--- src/rtl/porSeqPkg.sv ---
package porSeqPkg;

  typedef enum logic [2:0] {
    ST_PWR_WAIT = 3'd0,
    ST_SETTLE   = 3'd1,
    ST_SETUP    = 3'd2,
    ST_HOLD     = 3'd3,
    ST_READY    = 3'd4
  } seqState_e;

  // Level strobes from control to datapath
  typedef struct packed {
    logic wrAllow;     // configuration word may be written
    logic rstRelease;  // processor reset may be deasserted
    logic drvOff;      // strap drivers may be released
  } seqStrb_t;

  function automatic int maxOf3(input int a, input int b, input int c);
    int m;
    m = a;
    if (b > m) m = b;
    if (c > m) m = c;
    return m;
  endfunction

endpackage

--- src/rtl/porPgSync.sv ---
module porPgSync #(
  parameter int SYNC_STAGES = 2
) (
  input  logic clk,
  input  logic pgRaw,
  output logic pgStable
);

  logic [SYNC_STAGES-1:0] shReg;

  // Asynchronous clear on loss, synchronous pickup on rise
  always_ff @(posedge clk or negedge pgRaw) begin
    if (!pgRaw) shReg <= '0;
    else        shReg <= {shReg[SYNC_STAGES-2:0], 1'b1};
  end

  assign pgStable = shReg[SYNC_STAGES-1];

  // once the synchronized level is up it stays up until power loss
  p_sync_hold_r2: assert property (@(posedge clk) disable iff (!pgRaw)
    pgStable |=> pgStable);

endmodule

--- src/rtl/porSeqCtrl.sv ---
module porSeqCtrl
  import porSeqPkg::*;
#(
  parameter int SETTLE_CYC = 4,
  parameter int SETUP_CYC  = 3,
  parameter int HOLD_CYC   = 2
) (
  input  logic     clk,
  input  logic     pgRaw,
  input  logic     pgStable,
  output seqStrb_t strb
);

  localparam int MAX_CYC = maxOf3(SETTLE_CYC, SETUP_CYC, HOLD_CYC);
  localparam int CNT_W   = (MAX_CYC > 1) ? $clog2(MAX_CYC) : 1;
  localparam logic [CNT_W-1:0] SETTLE_LAST = CNT_W'(SETTLE_CYC - 1);
  localparam logic [CNT_W-1:0] SETUP_LAST  = CNT_W'(SETUP_CYC - 1);
  localparam logic [CNT_W-1:0] HOLD_LAST   = CNT_W'(HOLD_CYC - 1);

  seqState_e        state, stateNxt;
  logic [CNT_W-1:0] cnt;
  logic [CNT_W-1:0] phaseLast;
  logic             lastCyc;

  always_comb begin
    unique case (state)
      ST_SETTLE: phaseLast = SETTLE_LAST;
      ST_SETUP:  phaseLast = SETUP_LAST;
      ST_HOLD:   phaseLast = HOLD_LAST;
      default:   phaseLast = '0;
    endcase
  end

  assign lastCyc = (cnt == phaseLast);

  always_comb begin
    stateNxt = state;
    unique case (state)
      ST_PWR_WAIT: if (pgStable) stateNxt = ST_SETTLE;
      ST_SETTLE:   if (lastCyc)  stateNxt = ST_SETUP;
      ST_SETUP:    if (lastCyc)  stateNxt = ST_HOLD;
      ST_HOLD:     if (lastCyc)  stateNxt = ST_READY;
      ST_READY:    stateNxt = ST_READY;
      default:     stateNxt = ST_PWR_WAIT;
    endcase
  end

  always_ff @(posedge clk or negedge pgRaw) begin
    if (!pgRaw) begin
      state <= ST_PWR_WAIT;
      cnt   <= '0;
    end else begin
      state <= stateNxt;
      if (stateNxt != state || state == ST_READY || state == ST_PWR_WAIT)
        cnt <= '0;
      else
        cnt <= cnt + 1'b1;
    end
  end

  always_comb begin
    strb.wrAllow    = (state == ST_PWR_WAIT) || (state == ST_SETTLE);
    strb.rstRelease = (state == ST_HOLD) || (state == ST_READY);
    strb.drvOff     = (state == ST_READY);
  end

  // sequence cannot start before synchronized power-good
  p_wait_sync_r2: assert property (@(posedge clk) disable iff (!pgRaw)
    !pgStable |-> state == ST_PWR_WAIT);

  // settle phase lasts its full length
  p_settle_len_r2: assert property (@(posedge clk) disable iff (!pgRaw)
    (state == ST_SETUP && $past(state) == ST_SETTLE) |-> $past(cnt) == SETTLE_LAST);

  // setup phase lasts its full length before release
  p_setup_len_r4: assert property (@(posedge clk) disable iff (!pgRaw)
    (state == ST_HOLD && $past(state) == ST_SETUP) |-> $past(cnt) == SETUP_LAST);

  // hold phase lasts its full length before drivers turn off
  p_hold_len_r5: assert property (@(posedge clk) disable iff (!pgRaw)
    (state == ST_READY && $past(state) == ST_HOLD) |-> $past(cnt) == HOLD_LAST);

endmodule

--- src/rtl/porSeqData.sv ---
module porSeqData
  import porSeqPkg::*;
#(
  parameter int               CFG_W       = 8,
  parameter logic [CFG_W-1:0] CFG_DEFAULT = '0
) (
  input  logic             clk,
  input  logic             pgRaw,
  input  seqStrb_t         strb,
  input  logic             cfgWrEn,
  input  logic [CFG_W-1:0] cfgWrData,
  output logic             cpuRstN,
  output logic [CFG_W-1:0] strapBus,
  output logic             strapOe,
  output logic             sysReady
);

  logic [CFG_W-1:0] cfgReg;
  logic             rstNReg;
  logic             oeReg;
  logic             readyReg;

  always_ff @(posedge clk or negedge pgRaw) begin
    if (!pgRaw)                       cfgReg <= CFG_DEFAULT;
    else if (cfgWrEn && strb.wrAllow) cfgReg <= cfgWrData;
  end

  always_ff @(posedge clk or negedge pgRaw) begin
    if (!pgRaw) begin
      rstNReg  <= 1'b0;
      oeReg    <= 1'b1;
      readyReg <= 1'b0;
    end else begin
      rstNReg  <= strb.rstRelease;
      oeReg    <= !strb.drvOff;
      readyReg <= strb.drvOff;
    end
  end

  assign cpuRstN  = rstNReg;
  assign strapOe  = oeReg;
  assign sysReady = readyReg;
  assign strapBus = oeReg ? cfgReg : '0;

  // straps driven whenever reset is held
  p_drive_in_rst_r3: assert property (@(posedge clk) disable iff (!pgRaw)
    !cpuRstN |-> strapOe);

  // straps valid and steady at the releasing edge
  p_straps_at_release_r4: assert property (@(posedge clk) disable iff (!pgRaw)
    $rose(cpuRstN) |-> strapOe && $stable(strapBus));

  // no register change once writes are closed
  p_no_late_write_r7: assert property (@(posedge clk) disable iff (!pgRaw)
    !strb.wrAllow |=> $stable(cfgReg));

  // ready only with drivers released
  p_ready_off_r6: assert property (@(posedge clk) disable iff (!pgRaw)
    sysReady |-> !strapOe && strapBus == '0 && cpuRstN);

endmodule

--- src/rtl/porStrapSeq.sv ---
module porStrapSeq
  import porSeqPkg::*;
#(
  parameter int               CFG_W       = 8,
  parameter logic [CFG_W-1:0] CFG_DEFAULT = 8'hA5,
  parameter int               SYNC_STAGES = 2,
  parameter int               SETTLE_CYC  = 4,
  parameter int               SETUP_CYC   = 3,
  parameter int               HOLD_CYC    = 2
) (
  input  logic             clk,
  input  logic             pwrGoodAsync,
  input  logic             cfgWrEn,
  input  logic [CFG_W-1:0] cfgWrData,
  output logic             cpuRstN,
  output logic [CFG_W-1:0] strapBus,
  output logic             strapOe,
  output logic             sysReady
);

  logic     pgStable;
  seqStrb_t strb;

  porPgSync #(.SYNC_STAGES(SYNC_STAGES)) uSync (
    .clk      (clk),
    .pgRaw    (pwrGoodAsync),
    .pgStable (pgStable)
  );

  porSeqCtrl #(
    .SETTLE_CYC (SETTLE_CYC),
    .SETUP_CYC  (SETUP_CYC),
    .HOLD_CYC   (HOLD_CYC)
  ) uCtrl (
    .clk      (clk),
    .pgRaw    (pwrGoodAsync),
    .pgStable (pgStable),
    .strb     (strb)
  );

  porSeqData #(
    .CFG_W       (CFG_W),
    .CFG_DEFAULT (CFG_DEFAULT)
  ) uData (
    .clk       (clk),
    .pgRaw     (pwrGoodAsync),
    .strb      (strb),
    .cfgWrEn   (cfgWrEn),
    .cfgWrData (cfgWrData),
    .cpuRstN   (cpuRstN),
    .strapBus  (strapBus),
    .strapOe   (strapOe),
    .sysReady  (sysReady)
  );

endmodule

--- config.mk ---
export PLATFORM = sky130hd
export DESIGN_NAME = porStrapSeq
export DESIGN_NICKNAME = d
export VERILOG_FILES = /design/src/rtl/porSeqPkg.sv /design/src/rtl/porPgSync.sv /design/src/rtl/porSeqCtrl.sv /design/src/rtl/porSeqData.sv /design/src/rtl/porStrapSeq.sv
export SDC_FILE = /design/constraint.sdc
export NUM_CORES = 1
export LEC_CHECK = 0
export BUFFER_PORTS_ARGS = -buffer_cell sky130_fd_sc_hd__buf_2
export CORE_MARGIN = 4
export CORE_UTILIZATION = 44
export DETAILED_ROUTE_END_ITERATION = 7
export HOLD_SLACK_MARGIN = 0.12
export PLACE_DENSITY = 0.81
export SYNTH_ARGS = -nofsm -noshare
export SYNTH_HDL_FRONTEND = slang
export SYNTH_SLANG_ARGS = --single-unit
--- constraint.sdc ---
create_clock -name clk -period 1.4 [get_ports clk]
set_input_delay 0.14 -clock clk [delete_from_list [all_inputs] [get_ports clk]]
set_output_delay 0.14 -clock clk [all_outputs]
set_load 0.02 [all_outputs]
==> results.py, run 1 <==
metrics = {
    "synth": {
        "synthAdderAreaFrac_pct": 1.32,
        "syn_inst": 62,
        "yosysUniqueCellTypes": 19,
        "syn-cell-area_um2": 757,
        "synth_compound_area_share_pct": 4.46,
        "synth_edf_count": 0,
        "synth_fp_nets": 73,
        "synth_top_family_by_area": "simple AND/OR/NAND/NOR gates",
        "syn_avg_cell_area_um2": 12.2,
        "synth_seq_area_share_pct": 60.3,
        "synthMuxAreaShare_pct": 11.9,
        "yosysWarnings": 0,
        "ys_seq_elements": 18,
        "yosys.area_share.simple_pct": 17.0,
        "synth_xor_xnor_area_share_pct": 1.16,
        "synth_ff_type": "dfrtp_1",
        "async_flop_share_pct": 100,
    },
    "power_and_ir_drop": {
        "comb_power_share_pct": 41.3,
        "clock_power_share_pct": 13.5,
        "total_power_mw": 1.88,
        "p_per_area_nw_per_um2": 1870,
        "peakVddDrop_uv": 1100,
        "internal_power_mw": 1.21,
        "switching_power_mw": 0.672,
        "sw_frac_of_total_pct": 35.7,
        "p_leak_nw": 0.480,
        "seq_power_share_pct": 45.2,
    },
    "layout": {
        "n_fill_cell": 130,
        "synthToLayoutAreaGrowth_pct": 32.6,
        "stdcell_area_um2": 1000,
        "final_util_pct": 64.4,
        "insertedDiodeCount": 0,
        "drive_gt1_share_pct": 41.7,
        "nets": 108,
    },
    "outcome": {
        "outcome": "finished, final reports clean",
    },
    "worst_setup_path": {
        "cp.arrival_ns": 1.18,
        "critPathLaunchType": "flop",
        "critPathKind": "flop to output pin",
        "reg2reg_to": "uData.cfgReg[1]$_DFFE_PN0P_",
        "reg2reg_slack_ns": 0.09,
        "critPathMaxFanout": 9,
        "rr_startpoint": "uCtrl.state[1]$_DFF_PN0_",
        "crit_path_end_kind": "output pin",
        "crit_end": "strapBus[1]",
        "setup.worst_path.start": "uData.strapOe$_DFF_PN1_",
        "rr_worst_depth": 2,
        "worstPathRequired_ns": 1.26,
    },
    "timing": {
        "hold_viol": 0,
        "rsz0062_at_grt": "no",
        "fin_tns_setup_ns": 0,
        "setup_viol": 0,
        "drv_slew": 0,
        "post-route-min-period_ns": 1.32,
        "fmax_mhz": 759,
        "clock_skew_ns": 0.00150,
        "fin_crit_sh_pct": 94.1,
        "hold_ws_ns": 0.296,
    },
    "route": {
        "vias": 537,
        "via_per_inst": 4.79,
        "routed_wl_um": 1320,
        "postRouteAntennaNets": 0,
        "drcViolationCount": 0,
        "dr.pass1.iters": 1,
        "routedWlPerCell_um": 11.8,
        "initialDrtViolationCount": 0,
    },
    "floorplanning": {
        "initial_core_util_pct": 48.6,
        "core-area_um2": 1560,
        "die_w_um": 49.5,
        "num_rows": 14,
        "dieArea_um2": 2450,
        "die_h_um": 49.5,
        "io_pins": 22,
    },
    "clock_network": {
        "cts_tree": "built",
        "cts_sinks": 18,
        "post_cts_buffers": 0,
        "clk_latency_ns": 0.28,
        "cts_root_buf": "clkbuf_4",
        "cts_max_path_buffers": 2,
        "cts_made_buffers": 3,
        "cts_resized": 0,
        "htree_levels": 1,
        "hold_buffers": 9,
        "clk_pin_slew_ns": 0.09,
    },
    "placement": {
        "gp_congestion": 0.738,
        "portBuffers": 21,
        "hpwl_um": 936,
        "placed_area_um2": 887,
    },
    "grt": {
        "grt_max_degree": 19,
        "grt_overflow": 0,
        "grt_pass1_vias": 534,
        "antenna_found_initial": 0,
        "grtUsageTotal_pct": 11.6,
        "grt_pass1_wl_um": 2170,
    },
    "worst_hold_path": {
        "worstHoldPathType": "primary input to asynchronous set/reset pin",
    },
    "flow_run": {
        "cap_violations": 0,
    },
}
==> cells in the final DEF, fill, tap and decap left out <==
cell type / synthesis / routed
a21oi_1: 4 / 4
and2_1: 8 / 8
buf_2: 1 / 21
buf_4: 0 / 2
clkbuf_1: 0 / 1
clkbuf_4: 0 / 3
conb_1: 1 / 1
dfrtp_1: 13 / 13
dfstp_2: 5 / 5
dlygate4sd3_1: 0 / 9
inv_1: 4 / 4
maj3_1: 1 / 1
mux2_2: 8 / 8
nand2_1: 4 / 4
nand3_1: 3 / 3
nor2b_1: 2 / 2
nor3_1: 1 / 1
nor3b_4: 1 / 1
o21ai_0: 1 / 1
o41ai_1: 1 / 1
or3_1: 2 / 2
xor2_1: 1 / 1
==> through the flow <==
stage	worst slack [ns]	instances
floorplan	0.0685	62
global placement	0.106	99
global route	0.00799	112
finish	0.0826	112
CTS	0.0597	112
detailed placement	0.0748	99
==> power groups by stage <==
stage               clock (mW)  combinational (mW)  sequential (mW)
finish                   0.254               0.776            0.850
global route             0.291               0.846            0.883
CTS                      0.266               0.785            0.849
detailed placement           0               0.764            0.859
global placement             0               0.742            0.851
floorplan                    0               0.555            0.839
==> state kept, by name, summed over array words and instances (netlist names) <==
signal	cells
uCtrl.cnt	2
uCtrl.state	3
uData.cfgReg	8
uData.cpuRstN	1
uData.strapOe	1
uData.sysReady	1
uSync.shReg	2
==> cell families (layout without fill, tap and decap cells) <==
logic type | Yosys count | in the layout
multiplexers | 8 | 8
buffers and inverters | 6 | 40
AO/OA/AOI/OAI | 6 | 6
flip-flops | 18 | 18
XOR/XNOR | 1 | 1
adder cells (fa/ha/maj) | 1 | 1
other | 1 | 1
AND/OR/NAND/NOR | 21 | 21
==> critical path: stages (launching register included) <==
cell and delay (ns):
dfstp_2 0.60, and2_1 0.14, buf_2 0.16
==> metal layers <==
layer  part of all wire, %  vias up  routed length [µm]  track usage (%)
met5                     0        -                   0                0
met4                   1.4        0                  19             6.91
met3                   6.9        4                  91             3.31
met2                    50       17                 658             20.3
met1                    42      243                 555             12.4
li1                      -      273                   -                -
==> synthesized netlist by cell type, types with 2 or more instances <==
| cell | n | area [µm²] |
|---|---|---|
| inv_1 | 4 | 15.0 |
| dfrtp_1 | 13 | 325 |
| a21oi_1 | 4 | 20.0 |
| or3_1 | 2 | 12.5 |
| and2_1 | 8 | 50.1 |
| nor2b_1 | 2 | 12.5 |
| nand3_1 | 3 | 15.0 |
| dfstp_2 | 5 | 131 |
| mux2_2 | 8 | 90.1 |
| nand2_1 | 4 | 15.0 |
==> cell type report <==
cell class                      instances  area (µm²)  share of cell area (%)
Tap cell                               16        20.0                    2.00
Inverter                                4        15.0                    1.50
Clock buffer                            4        26.3                    2.62
Timing Repair Buffer                   32         210                    20.9
Sequential cell                        18         457                    45.5
Multi-Input combinational cell         38         275                    27.4
==> how the worst min path moves through the flow <==
stage	slack (ns)	endpoint	start
after CTS	0.31	uData.cfgReg[6]$_DFFE_PN0P_	pwrGoodAsync
after detailed placement	0.08	uData.cfgReg[6]$_DFFE_PN0P_	pwrGoodAsync
after global routing	0.30	uData.cfgReg[6]$_DFFE_PN0P_	pwrGoodAsync
after floorplan	-0.16	uCtrl.cnt[0]$_DFF_PN0_	pwrGoodAsync
final	0.30	uData.cfgReg[6]$_DFFE_PN0P_	pwrGoodAsync
after global placement	0.08	uData.cfgReg[4]$_DFFE_PN0P_	pwrGoodAsync
Power figures use the tool's default switching activity.
==> run 2: changes to the inputs <==
==> constraint.sdc (replaced) <==
create_clock -name clk -period 1.4 [get_ports clk]
set_input_delay 0.21 -clock clk [delete_from_list [all_inputs] [get_ports clk]]
set_output_delay 0.21 -clock clk [all_outputs]
set_load 0.02 [all_outputs]
==> results.py, run 2 (synthesis gave the netlist of run 1 again) <==
metrics = {
    "floorplanning": {
        "die_h_um": 49.5,
        "num_rows": 14,
        "dieArea_um2": 2450,
        "die_w_um": 49.5,
        "core-area_um2": 1560,
        "initial_core_util_pct": 48.6,
        "io_pins": 22,
    },
    "layout": {
        "insertedDiodeCount": 0,
        "final_util_pct": 60.8,
        "stdcell_area_um2": 947,
        "largest_reg_flops": 8,
        "reg.largest.list": "uData.cfgReg: 8 flops, uCtrl.state: 3 flops",
        "final_cells": 104,
        "synthToLayoutAreaGrowth_pct": 25.1,
        "regMostFlops": "uData.cfgReg",
        "nets": 100,
        "layout_common_cells": "buf_2 (13), dfrtp_1 (13), buf_4 (9), and2_1 (8), mux2_2 (8)",
        "drive_gt1_share_pct": 45.5,
    },
    "power_and_ir_drop": {
        "peakVddDrop_uv": 1120,
        "p_per_area_nw_per_um2": 2040,
        "p_leak_nw": 0.455,
    },
    "worst_setup_path": {
        "critPathLaunchType": "flop",
        "worstPathRequired_ns": 1.19,
        "critPathKind": "flop to output pin",
        "crit_path_end_kind": "output pin",
        "cp.arrival_ns": 1.15,
        "reg2reg_slack_ns": 0.09,
        "critPathMaxFanout": 9,
    },
    "placement": {
        "gp_congestion": 0.738,
        "portBuffers": 21,
        "numPlacedInstances": 99,
        "placed_area_um2": 887,
        "hpwl_um": 936,
    },
    "timing": {
        "clock_skew_ns": 0.00137,
        "fin_crit_sh_pct": 97.0,
        "setup_viol": 0,
        "hold_ws_ns": 0.153,
        "post-route-min-period_ns": 1.36,
        "fmax_mhz": 737,
        "rsz0062_at_grt": "yes",
        "drv_slew": 0,
        "hold_viol": 0,
    },
    "clock_network": {
        "post_cts_buffers": 0,
        "clk_latency_ns": 0.28,
        "clk_pin_slew_ns": 0.09,
        "cts_tree": "built",
        "htree_levels": 1,
        "cts_made_buffers": 3,
        "cts_root_buf": "clkbuf_4",
        "cts_sinks": 18,
        "cts_max_path_buffers": 2,
    },
    "route": {
        "routed_wl_um": 1230,
        "dr.pass1.iters": 1,
        "routedWlPerCell_um": 11.9,
        "initialDrtViolationCount": 0,
        "postRouteAntennaNets": 0,
        "vias": 514,
        "drcViolationCount": 0,
        "via_per_inst": 4.94,
    },
    "grt": {
        "grt_max_degree": 19,
        "grt_pass1_wl_um": 1960,
        "grt_overflow": 0,
        "grtUsageTotal_pct": 10.6,
        "antenna_found_initial": 0,
        "grt_pass1_vias": 478,
    },
    "worst_hold_path": {
        "worstHoldPathType": "primary input to flop",
    },
    "outcome": {
        "outcome": "finished, final reports clean",
    },
    "flow_run": {
        "cap_violations": 0,
    },
}
-- run 2: worst paths after layout --
check	start	endpoint	cells after the start
worst max-delay path	uData.strapOe$_DFF_PN1_	strapBus[3]	2
min in group asynchronous	pwrGoodAsync	uData.cfgReg[6]$_DFFE_PN0P_	2
max in group asynchronous	pwrGoodAsync	uData.strapOe$_DFF_PN1_	2
worst min-delay path	cfgWrData[0]	uData.cfgReg[0]$_DFFE_PN1P_	2
worst max register to register	uCtrl.state[1]$_DFF_PN0_	uData.cfgReg[1]$_DFFE_PN0P_	2
worst min register to register	uSync.shReg[0]$_DFF_PN0_	uSync.shReg[1]$_DFF_PN0_	0
-- run 2: worst max-delay path, cell delays in order, from the launching register on --
cell and delay, ns:
dfstp_2 0.59, and2_1 0.16, buf_6 0.12
-- run 2: timing repair --
| action | CTS | global route |
|---|---|---|
| endpoints found under the hold margin | 13 | 0 |
| setup endpoints to repair | 0 | 8 |
| hold buffers | 1 | 0 |
| resized for setup | 0 | 9 |
-- run 2: report_power, final --
group	switching, mW	total [mW]	internal, mW
Sequential	0.121	0.848	0.726
Clock	0.144	0.254	0.111
Combinational	0.407	0.830	0.423
Total	0.672	1.93	1.26
-- run 2: per-layer routing --
metal	routed length (µm)	track usage, %
met1	501	11.1
met2	610	17.6
met3	102	4.22
met4	19	6.91
met5	0	0
-- run 2: layout make-up --
cell class / instances / area [µm²]
tap: 16 / 20.0
sequential: 18 / 457
multi-input combinational: 38 / 275
fill: 134 / 612
inverter: 4 / 15.0
clock buffer: 4 / 26.3
timing repair buffer: 24 / 154
-- run 2: through the flow --
| step | total power, mW | setup TNS [ns] | setup slack, ns |
|---|---|---|---|
| global route | 2.07 | -0.198 | -0.0406 |
| finish | 1.93 | 0 | 0.0423 |
| CTS | 1.88 | 0 | 0.00380 |
| global placement | 1.59 | 0 | 0.106 |
| floorplan | 1.39 | 0 | 0.0685 |
| detailed placement | 1.62 | 0 | 0.0748 |
==> run 3: changes to the inputs <==
--- a/config.mk
+++ b/config.mk
@@ -6,7 +6,6 @@
 export NUM_CORES = 1
 export LEC_CHECK = 0
 export BUFFER_PORTS_ARGS = -buffer_cell sky130_fd_sc_hd__buf_2
-export CORE_MARGIN = 4
 export CORE_UTILIZATION = 44
 export DETAILED_ROUTE_END_ITERATION = 7
 export HOLD_SLACK_MARGIN = 0.12
==> results.py, run 3 (synthesis gave the netlist of run 1 again) <==
metrics = {
    "outcome": {
        "outcome": "finished with violations",
        "violations": "design-rule violations",
    },
    "grt": {
        "grtUsageTotal_pct": 14.8,
        "grt_overflow": 0,
        "antenna_found_initial": 0,
        "grt_max_degree": 19,
        "grt_pass1_wl_um": 1990,
        "grt_pass1_vias": 498,
    },
    "worst_setup_path": {
        "critPathLaunchType": "flop",
        "critPathMaxFanout": 9,
        "crit_path_end_kind": "output pin",
        "worstPathRequired_ns": 1.19,
        "critPathKind": "flop to output pin",
        "cp.arrival_ns": 1.15,
    },
    "floorplanning": {
        "core-area_um2": 1560,
        "die_w_um": 43.5,
        "dieArea_um2": 1890,
        "io_pins": 22,
        "num_rows": 14,
        "initial_core_util_pct": 48.6,
        "die_h_um": 43.5,
    },
    "timing": {
        "post-route-min-period_ns": 1.36,
        "drv_slew": 0,
        "clock_skew_ns": 0.00272,
        "hold_ws_ns": 0.161,
        "rsz0062_at_grt": "yes",
        "fin_crit_sh_pct": 97.4,
        "hold_viol": 0,
        "fmax_mhz": 733,
        "worst_slack_ns": 0.0360,
        "setup_viol": 0,
    },
    "layout": {
        "regMostFlops": "uData.cfgReg",
        "final_util_pct": 60.5,
        "layout_common_cells": "buf_2 (13), dfrtp_1 (13), buf_4 (10), and2_1 (8), mux2_2 (8)",
        "n_fill_cell": 132,
        "reg.largest.list": "uData.cfgReg: 8 flops, uCtrl.state: 3 flops",
        "drive_gt1_share_pct": 45.5,
        "nets": 100,
        "final_cells": 104,
        "largest_reg_flops": 8,
        "synthToLayoutAreaGrowth_pct": 24.6,
        "stdcell_area_um2": 943,
        "insertedDiodeCount": 0,
    },
    "route": {
        "initialDrtViolationCount": 15,
        "vias": 525,
        "dr.pass1.iters": 6,
        "via_per_inst": 5.05,
        "drcViolationCount": 5,
        "routedWlPerCell_um": 11.1,
        "postRouteAntennaNets": 0,
        "routed_wl_um": 1160,
    },
    "clock_network": {
        "cts_max_path_buffers": 2,
        "cts_made_buffers": 3,
        "cts_sinks": 18,
        "cts_root_buf": "clkbuf_4",
        "clk_pin_slew_ns": 0.09,
        "cts_tree": "built",
        "htree_levels": 1,
        "post_cts_buffers": 0,
        "clk_latency_ns": 0.28,
    },
    "placement": {
        "hpwl_um": 827,
        "gp_congestion": 0.720,
        "portBuffers": 21,
        "dp_slack_ns": 0.0790,
        "numPlacedInstances": 99,
        "placed_area_um2": 887,
    },
    "power_and_ir_drop": {
        "peakVddDrop_uv": 890,
        "p_leak_nw": 0.453,
        "p_per_area_nw_per_um2": 2030,
    },
    "worst_hold_path": {
        "worstHoldPathType": "primary input to flop",
    },
    "flow_run": {
        "cap_violations": 0,
    },
}
## run 3: cell counts in the layout (fill, tap and decap cells not counted)
Identical to the previous run, type by type.
## run 3: path summary, 6_finish.rpt
check / to / startpoint / cells after the start / slack (ns)
min in group asynchronous: uData.cfgReg[6]$_DFFE_PN0P_ / pwrGoodAsync / 2 / 0.39
hold / removal: uData.cfgReg[3]$_DFFE_PN0P_ / cfgWrData[3] / 2 / 0.16
setup / recovery: strapBus[4] / uData.strapOe$_DFF_PN1_ / 2 / 0.04
hold reg to reg: uSync.shReg[1]$_DFF_PN0_ / uSync.shReg[0]$_DFF_PN0_ / 0 / 0.36
max in group asynchronous: uData.cfgReg[7]$_DFFE_PN1P_ / pwrGoodAsync / 2 / 0.69
setup reg to reg: uData.cfgReg[1]$_DFFE_PN0P_ / uCtrl.state[1]$_DFF_PN0_ / 2 / 0.09
## run 3: metal layers
metal / vias to the layer above / part of all wire, % / routed length [µm] / GRT usage (%)
met5: - / 0 / 0 / 0
met4: 0 / 0.69 / 8 / 9.38
met3: 2 / 5.5 / 64 / 2.92
met2: 17 / 53 / 608 / 26.1
met1: 250 / 41 / 476 / 16.2
li1: 256 / - / - / -
## run 3: critical path, cell delays in order, from the launching register on
cell and delay, ns:
dfstp_2 0.60, and2_1 0.14, buf_4 0.14
## run 3: power breakdown
group,switching (mW),internal (mW)
Clock,0.138,0.110
Combinational,0.399,0.415
Sequential,0.122,0.726
## run 3: metrics by stage
| step | setup TNS (ns) | power, mW |
|---|---|---|
| 3_5_place_dp | 0 | 1.62 |
| 2_1_floorplan | 0 | 1.39 |
| 3_3_place_gp | 0 | 1.59 |
| 5_1_grt | -0.183 | 2.06 |
| 6_report | 0 | 1.91 |
| 4_1_cts | 0 | 1.88 |
## run 3: repair_timing
item / 4_1_cts / 5_1_grt
hold endpoints to repair: 13 / 0
hold buffers: 1 / 0
endpoints found under the setup margin: 1 / 8
gates cloned: 0 / 0
resized for setup: 1 / 7
## run 3: final cells by class
cell class	instances	area (µm²)	area share (%)
flip-flops and latches	18	457	48.4
clock buffers	4	26.3	2.79
well taps	16	20.0	2.12
multi-input cells	38	275	29.2
inverters	4	15.0	1.59
repair buffers	24	150	15.9
